[src/rtl/lin_tx_pkg.sv]
`timescale 1ns/1ps
package lin_tx_pkg;
   typedef enum logic [1:0] {
      MODE_IDLE  = 2'd0,
      MODE_FRAME = 2'd1,
      MODE_BREAK = 2'd2
   } tx_mode_e;
endpackage

[src/rtl/lin_tx_holdbuf.sv]
`timescale 1ns/1ps
module lin_tx_holdbuf #(
   parameter int DATA_W = 8
) (
   input  logic              clk,
   input  logic              rst_n,
   input  logic              wr_en,
   input  logic [DATA_W-1:0] wr_data,
   input  logic              take,
   output logic [DATA_W-1:0] data,
   output logic              full
);
   always_ff @(posedge clk or negedge rst_n) begin
      if (!rst_n) begin
         data <= '1;
         full <= 1'b0;
      end else begin
         if (wr_en) begin
            data <= wr_data;
            full <= 1'b1;
         end else if (take) begin
            full <= 1'b0;
         end
      end
   end
endmodule

[src/rtl/lin_tx_brk_arm.sv]
`timescale 1ns/1ps
module lin_tx_brk_arm (
   input  logic clk,
   input  logic rst_n,
   input  logic req,
   input  logic master,
   input  logic take,
   output logic pend
);
   always_ff @(posedge clk or negedge rst_n) begin
      if (!rst_n)             pend <= 1'b0;
      else if (req && master) pend <= 1'b1;
      else if (take)          pend <= 1'b0;
   end
endmodule

[src/rtl/lin_tx_serializer.sv]
`timescale 1ns/1ps
module lin_tx_serializer
   import lin_tx_pkg::*;
#(
   parameter int DATA_W = 8,
   parameter int CNT_W  = 5
) (
   input  logic              clk,
   input  logic              rst_n,
   input  logic              tick,
   input  logic              start_frame,
   input  logic              start_break,
   input  logic [DATA_W-1:0] frame_data,
   input  logic [CNT_W-1:0]  frame_len,
   input  logic [CNT_W-1:0]  brk_low,
   input  logic [CNT_W-1:0]  brk_total,
   output logic              line,
   output logic              busy
);
   localparam int SH_W = DATA_W + 1;

   tx_mode_e         mode_q;
   logic [SH_W-1:0]  shreg_q;
   logic [CNT_W-1:0] cnt_q;
   logic [CNT_W-1:0] total_q;
   logic [CNT_W-1:0] low_q;
   logic             last_bit;

   assign last_bit = (cnt_q == total_q - CNT_W'(1));

   always_ff @(posedge clk or negedge rst_n) begin
      if (!rst_n) begin
         mode_q  <= MODE_IDLE;
         shreg_q <= '1;
         cnt_q   <= '0;
         total_q <= '0;
         low_q   <= '0;
      end else if (start_break) begin
         mode_q  <= MODE_BREAK;
         cnt_q   <= '0;
         total_q <= brk_total;
         low_q   <= brk_low;
      end else if (start_frame) begin
         mode_q  <= MODE_FRAME;
         shreg_q <= {frame_data, 1'b0};
         cnt_q   <= '0;
         total_q <= frame_len;
      end else if (mode_q != MODE_IDLE && tick) begin
         if (last_bit) begin
            mode_q  <= MODE_IDLE;
            shreg_q <= '1;
            cnt_q   <= '0;
         end else begin
            cnt_q <= cnt_q + CNT_W'(1);
            if (mode_q == MODE_FRAME) shreg_q <= {1'b1, shreg_q[SH_W-1:1]};
         end
      end
   end

   always_comb begin
      unique case (mode_q)
         MODE_FRAME: line = shreg_q[0];
         MODE_BREAK: line = (cnt_q >= low_q);
         default:    line = 1'b1;
      endcase
   end

   assign busy = (mode_q != MODE_IDLE);
endmodule

[src/rtl/lin_uart_tx.sv]
`timescale 1ns/1ps
module lin_uart_tx #(
   parameter int DATA_W   = 8,
   parameter int BRK_BASE = 13,
   parameter int SEL_W    = 2
) (
   input  logic              clk,
   input  logic              rst_n,
   input  logic              baud_tick,
   input  logic              tx_enable,
   input  logic              wr_en,
   input  logic [DATA_W-1:0] wr_data,
   input  logic              stop_base,
   input  logic              stop_ext,
   input  logic              master_mode,
   input  logic              brk_req,
   input  logic [SEL_W-1:0]  brk_len_sel,
   input  logic [SEL_W-1:0]  delim_sel,
   input  logic              out_enable,
   output logic              sout,
   output logic              sout_oe,
   output logic              buf_empty,
   output logic              bus_idle
);
   localparam int STOP_MAX  = 4;
   localparam int SEL_MAX   = (1 << SEL_W) - 1;
   localparam int FRAME_MAX = 1 + DATA_W + STOP_MAX;
   localparam int BRK_MAX   = BRK_BASE + SEL_MAX + 1 + SEL_MAX;
   localparam int LEN_MAX   = (FRAME_MAX > BRK_MAX) ? FRAME_MAX : BRK_MAX;
   localparam int CNT_W     = $clog2(LEN_MAX + 1);

   generate
      if (DATA_W < 5 || DATA_W > 9) begin : g_bad_width
         $error("lin_uart_tx: DATA_W must lie in 5..9");
      end
      if (BRK_BASE < 11) begin : g_bad_brk
         $error("lin_uart_tx: BRK_BASE must be at least 11");
      end
      if (SEL_W < 1 || SEL_W > 3) begin : g_bad_sel
         $error("lin_uart_tx: SEL_W must lie in 1..3");
      end
   endgenerate

   logic [DATA_W-1:0] buf_data;
   logic              buf_full;
   logic              brk_pend;
   logic              ser_busy;
   logic              ser_line;
   logic              may_start;
   logic              take_brk;
   logic              take_byte;
   logic [CNT_W-1:0]  frame_len;
   logic [CNT_W-1:0]  brk_low;
   logic [CNT_W-1:0]  brk_total;

   assign may_start = tx_enable && !ser_busy;
   assign take_brk  = may_start && brk_pend;
   assign take_byte = may_start && !brk_pend && buf_full;

   assign frame_len = CNT_W'(1 + DATA_W + 1) + CNT_W'({stop_ext, stop_base});
   assign brk_low   = CNT_W'(BRK_BASE) + CNT_W'(brk_len_sel);
   assign brk_total = brk_low + CNT_W'(1) + CNT_W'(delim_sel);

   lin_tx_holdbuf #(.DATA_W(DATA_W)) u_buf (
      .clk     (clk),
      .rst_n   (rst_n),
      .wr_en   (wr_en),
      .wr_data (wr_data),
      .take    (take_byte),
      .data    (buf_data),
      .full    (buf_full)
   );

   lin_tx_brk_arm u_brk (
      .clk    (clk),
      .rst_n  (rst_n),
      .req    (brk_req),
      .master (master_mode),
      .take   (take_brk),
      .pend   (brk_pend)
   );

   lin_tx_serializer #(.DATA_W(DATA_W), .CNT_W(CNT_W)) u_ser (
      .clk         (clk),
      .rst_n       (rst_n),
      .tick        (baud_tick),
      .start_frame (take_byte),
      .start_break (take_brk),
      .frame_data  (buf_data),
      .frame_len   (frame_len),
      .brk_low     (brk_low),
      .brk_total   (brk_total),
      .line        (ser_line),
      .busy        (ser_busy)
   );

   assign sout      = out_enable ? ser_line : 1'b1;
   assign sout_oe   = out_enable;
   assign buf_empty = !buf_full;
   assign bus_idle  = !buf_full && !ser_busy && !brk_pend;
endmodule

[config.mk]
export PLATFORM = sky130hd
export DESIGN_NAME = lin_uart_tx
export DESIGN_NICKNAME = d
export VERILOG_FILES = /design/src/rtl/lin_tx_pkg.sv /design/src/rtl/lin_tx_holdbuf.sv /design/src/rtl/lin_tx_brk_arm.sv /design/src/rtl/lin_tx_serializer.sv /design/src/rtl/lin_uart_tx.sv
export SDC_FILE = /design/constraint.sdc
export NUM_CORES = 1
export LEC_CHECK = 0
export ABC_AREA = 1
export BUFFER_PORTS_ARGS = -buffer_cell sky130_fd_sc_hd__buf_2
export CAP_MARGIN = 20
export CELL_PAD_IN_SITES_DETAIL_PLACEMENT = 2
export CELL_PAD_IN_SITES_GLOBAL_PLACEMENT = 2
export CORE_ASPECT_RATIO = 1.1
export CORE_UTILIZATION = 35
export CTS_BUF_LIST = sky130_fd_sc_hd__clkbuf_4 sky130_fd_sc_hd__clkbuf_8
export DETAILED_ROUTE_END_ITERATION = 12
export HOLD_SLACK_MARGIN = 0.15
export PLACE_DENSITY_LB_ADDON = 0.1
export SLEW_MARGIN = 0
export SYNTH_ARGS = -nofsm -noshare
export SYNTH_HDL_FRONTEND = slang
export SYNTH_SLANG_ARGS = --single-unit
[constraint.sdc]
create_clock -name clk -period 1.75 [get_ports clk]
set_input_delay 0.175 -clock clk [delete_from_list [all_inputs] [get_ports clk]]
set_output_delay 0.175 -clock clk [all_outputs]
set_load 0.02 [all_outputs]
==> parameters.txt <==
Parameter                              Value

Outcome
  Run status    finished with violations
  Failing checks    setup timing

Timing
  Crit share post-route    110.3%
  Headroom to the max-slew limit    53.73%
  Transition time at the pin with the least slew margin    0.6941 ns
  Final setup violation count    3
  Final min period    about 1.9 ns
  RSZ-0062 raised after global routing    yes
  Final worst slack    -0.1811 ns
  Final hold violations    0
  Worst hold slack    0.1590 ns
  Final-report max-slew violation count    0
  Clock skew    0.009374 ns
  Maximum clock frequency    between 500 and 600 MHz

Finish
  Filler Cell Count    ~640
  Number of nets in the finished design    roughly 380
  Area added between synthesis and finish    37.42%
  Number of non-filler instances in the completed layout    ~420
  Antenna Cells    0
  Fraction of final layout cells sized beyond drive strength 1    38.60%

Setup path
  Data arrival time of the critical path    1.76 ns
  Kind of launch point of the worst setup path    register
  Endpoint class of the critical path    primary output
  Critical path start-end classification    reg2out
  Highest net fanout along the worst path    2
  R2R Path Start    u_ser.mode_q[1]
  Critical path data required time    1.57 ns
  Startpoint of the most critical setup path    u_ser.cnt_q[1]

CTS
  Clock tree from TritonCTS    yes
  Number of clock buffers inserted by TritonCTS    5
  Worst-Skew Late Latency    0.29 ns
  CTS H-Tree Depth    2
  Clock transition at the register clock pins on the worst setup and hold paths after CTS    0.08 ns
  Clock root buffer    clkbuf_8
  Maximum count of clock buffers along a single path    2
  Clk sinks    35

Logic synthesis
  Average cell area after synthesis    ~7.7 sq um
  Post-synthesis cell area    2093 sq um
  Unique masters post-synth    34
  Gate count of the mapped netlist    272
  Number of synthesized register bits    35
  Post-synthesis async set-or-reset flop share    100.0%
  Synthesized Nets    roughly 310
  EDFF count, synth    0
  Sequential share of the synthesized area    a little over two fifths
  Ys flop type    dfrtp_1
  Warnings from Yosys    0

Global routing
  Number of global-route vias before repair    2370
  Total grt overflow    0
  Maximum number of pins on one net before global-route repair    29
  First-pass GRT wire length    11.54 mm
  Aggregate global-route resource usage    around a quarter
  Number of antenna violations at the first check in global routing    0

Route
  DRC errors left    0
  Detail-routed net length per standard cell    roughly 18 um
  Via count    2024
  Antenna viol nets, final    0
  1st-pass router iterations    4
  WL final    7.389 mm
  Via density    4.831
  First DRT Iteration DRCs    between 100 and 150

Floorplanning
  Height of the chip    83.11 um
  I/O pin count    26
  Die extent in x    75.74 um
  Number of placement rows    29
  Placeable core region    5769 sq um
  Total Die Area    6294 sq um
  Initial cell density of the core    a little over a third

Power and ir drop
  Highest ir drop seen on vdd    between 700 and 800 uV
  LEAKAGE    0.001497 uW
  Power per cell area    1631 nW/um^2

Run
  Max capacitance violation total    0

Hold path
  Beginning of the worst hold path    wr_en
  Class of the worst hold path    in2reg

Placement
  Post-Place Cells    387
  RD Place Congestion    0.7308
  Pre-CTS setup slack    -0.06071 ns
  Detailed Place HPWL    between 4 and 5 mm
  Number of input and output port buffers inserted    25
==> stage by stage <==
step	total power [uW]	util, %	area (sq um)	setup TNS (ns)
finish	4693	49.86	2877	-0.2058
global route	5061	49.86	2877	-1.698
CTS	4325	48.30	2786	-0.1823
detailed placement	3349	41.86	2415	-0.3650
global placement	3265	41.86	2415	0
floorplan	2647	-	2093	0
==> cells in the final DEF, fill, tap and decap left out, types with 2 or more instances in the layout <==
| cell type | instances |
|---|---|
| nand2_2 | 9 |
| nor3_1 | 3 |
| a21oi_2 | 2 |
| dfstp_2 | 17 |
| clkinv_1 | 2 |
| ha_1 | 9 |
| a21oi_1 | 16 |
| inv_2 | 13 |
| dlygate4sd3_1 | 12 |
| inv_1 | 27 |
| buf_4 | 27 |
| xor2_1 | 2 |
| nand2_4 | 4 |
| nor2_2 | 3 |
| dfrtp_2 | 3 |
| clkbuf_8 | 5 |
| nand3_1 | 4 |
| o21ai_0 | 5 |
| buf_2 | 24 |
| dfrtp_1 | 15 |
| buf_6 | 3 |
| or2_2 | 6 |
| nand2_1 | 86 |
| nor2_1 | 19 |
| ha_4 | 5 |
| nor2_4 | 2 |
==> worst paths after layout <==
kind                                    endpoint  slack (ns)  cells after the start
worst max-delay path                        sout       -0.18                      6
worst min-delay path               u_buf.data[6]        0.16                      3
worst max register to register  u_ser.shreg_q[6]       -0.02                     10
worst min register to register     u_buf.data[0]        0.47                      2
max in group asynchronous          u_buf.data[1]        0.62                      3
min in group asynchronous         u_ser.low_q[3]        0.45                      2
==> report_power, final <==
group | switching, uW | total (uW) | internal (uW)
Clock | 322 | 616 | 294
Combinational | 1510 | 2700 | 1190
Sequential | 206 | 1380 | 1170
==> worst max-delay path, cell delays in order, from the launching register on <==
cell     delay (ns)
dfrtp_2        0.44
ha_1           0.32
nand2_1        0.10
nor3_1         0.07
o31ai_2        0.24
nand4_1        0.14
buf_6          0.16
==> logic make-up (layout without fill, tap and decap cells) <==
family                     count (synthesis)  count (layout)  synth area share (%)
AOI/OAI and AO/OA                         31              31                 8.728
adders and majority gates                 15              15                 9.325
and+or+nand+nor                          142             142                 29.05
xor gates and xnor gates                   2               2                0.8370
DFF                                       35              35                 42.86
buffers and inverters                     47             117                 9.205
==> what timing repair did <==
item,4_1_cts,5_1_grt
pin swaps,9,18
setup endpoints to repair,17,18
buffers inserted,8,4
gates resized for setup,22,18
hold endpoints to repair,28,0
hold buffers,12,0
==> state kept, by name (all words and copies together), names as in the netlist <==
register	cells
u_brk.pend	1
u_ser.total_q	5
u_buf.full	1
u_ser.low_q	4
u_ser.cnt_q	5
u_buf.data	8
u_ser.mode_q	2
u_ser.shreg_q	9
==> synthesized netlist by cell type, types with 2 or more instances <==
cell / number / area [sq um]
nand3_1: 4 / 20.02
inv_1: 33 / 123.9
o21ai_0: 6 / 30.03
nor3_1: 3 / 15.01
a21oi_1: 18 / 90.09
or2_2: 7 / 43.79
nand2_1: 94 / 352.8
xor2_1: 2 / 17.52
nand2_2: 5 / 31.28
ha_1: 14 / 175.2
buf_4: 2 / 15.01
nor2_1: 19 / 71.32
inv_2: 7 / 26.28
dfstp_2: 17 / 446.7
nor2_2: 4 / 25.02
dfrtp_1: 18 / 450.4
clkinv_1: 2 / 7.510
==> per-layer routing <==
layer	up-vias	part of all wire (%)	GRT usage, %	wire length, um
met5	-	0	0	0
met4	0	2.2	7.576	162
met3	14	1.8	4.854	132
met2	29	58	48.13	4286
met1	1004	38	26.32	2808
li1	977	-	-	-
==> final cells by class <==
type	instances	area, sq um	area share, %
Multi-Input combinational cell	190	1136	39.50
Sequential cell	35	900.9	31.32
Timing Repair Buffer	67	496.7	17.27
Inverter	42	157.7	5.481
Tap cell	77	96.34	3.349
Clock buffer	6	76.32	2.653
Clock inverter	2	12.51	0.4350
Power figures use the tool's default switching activity.
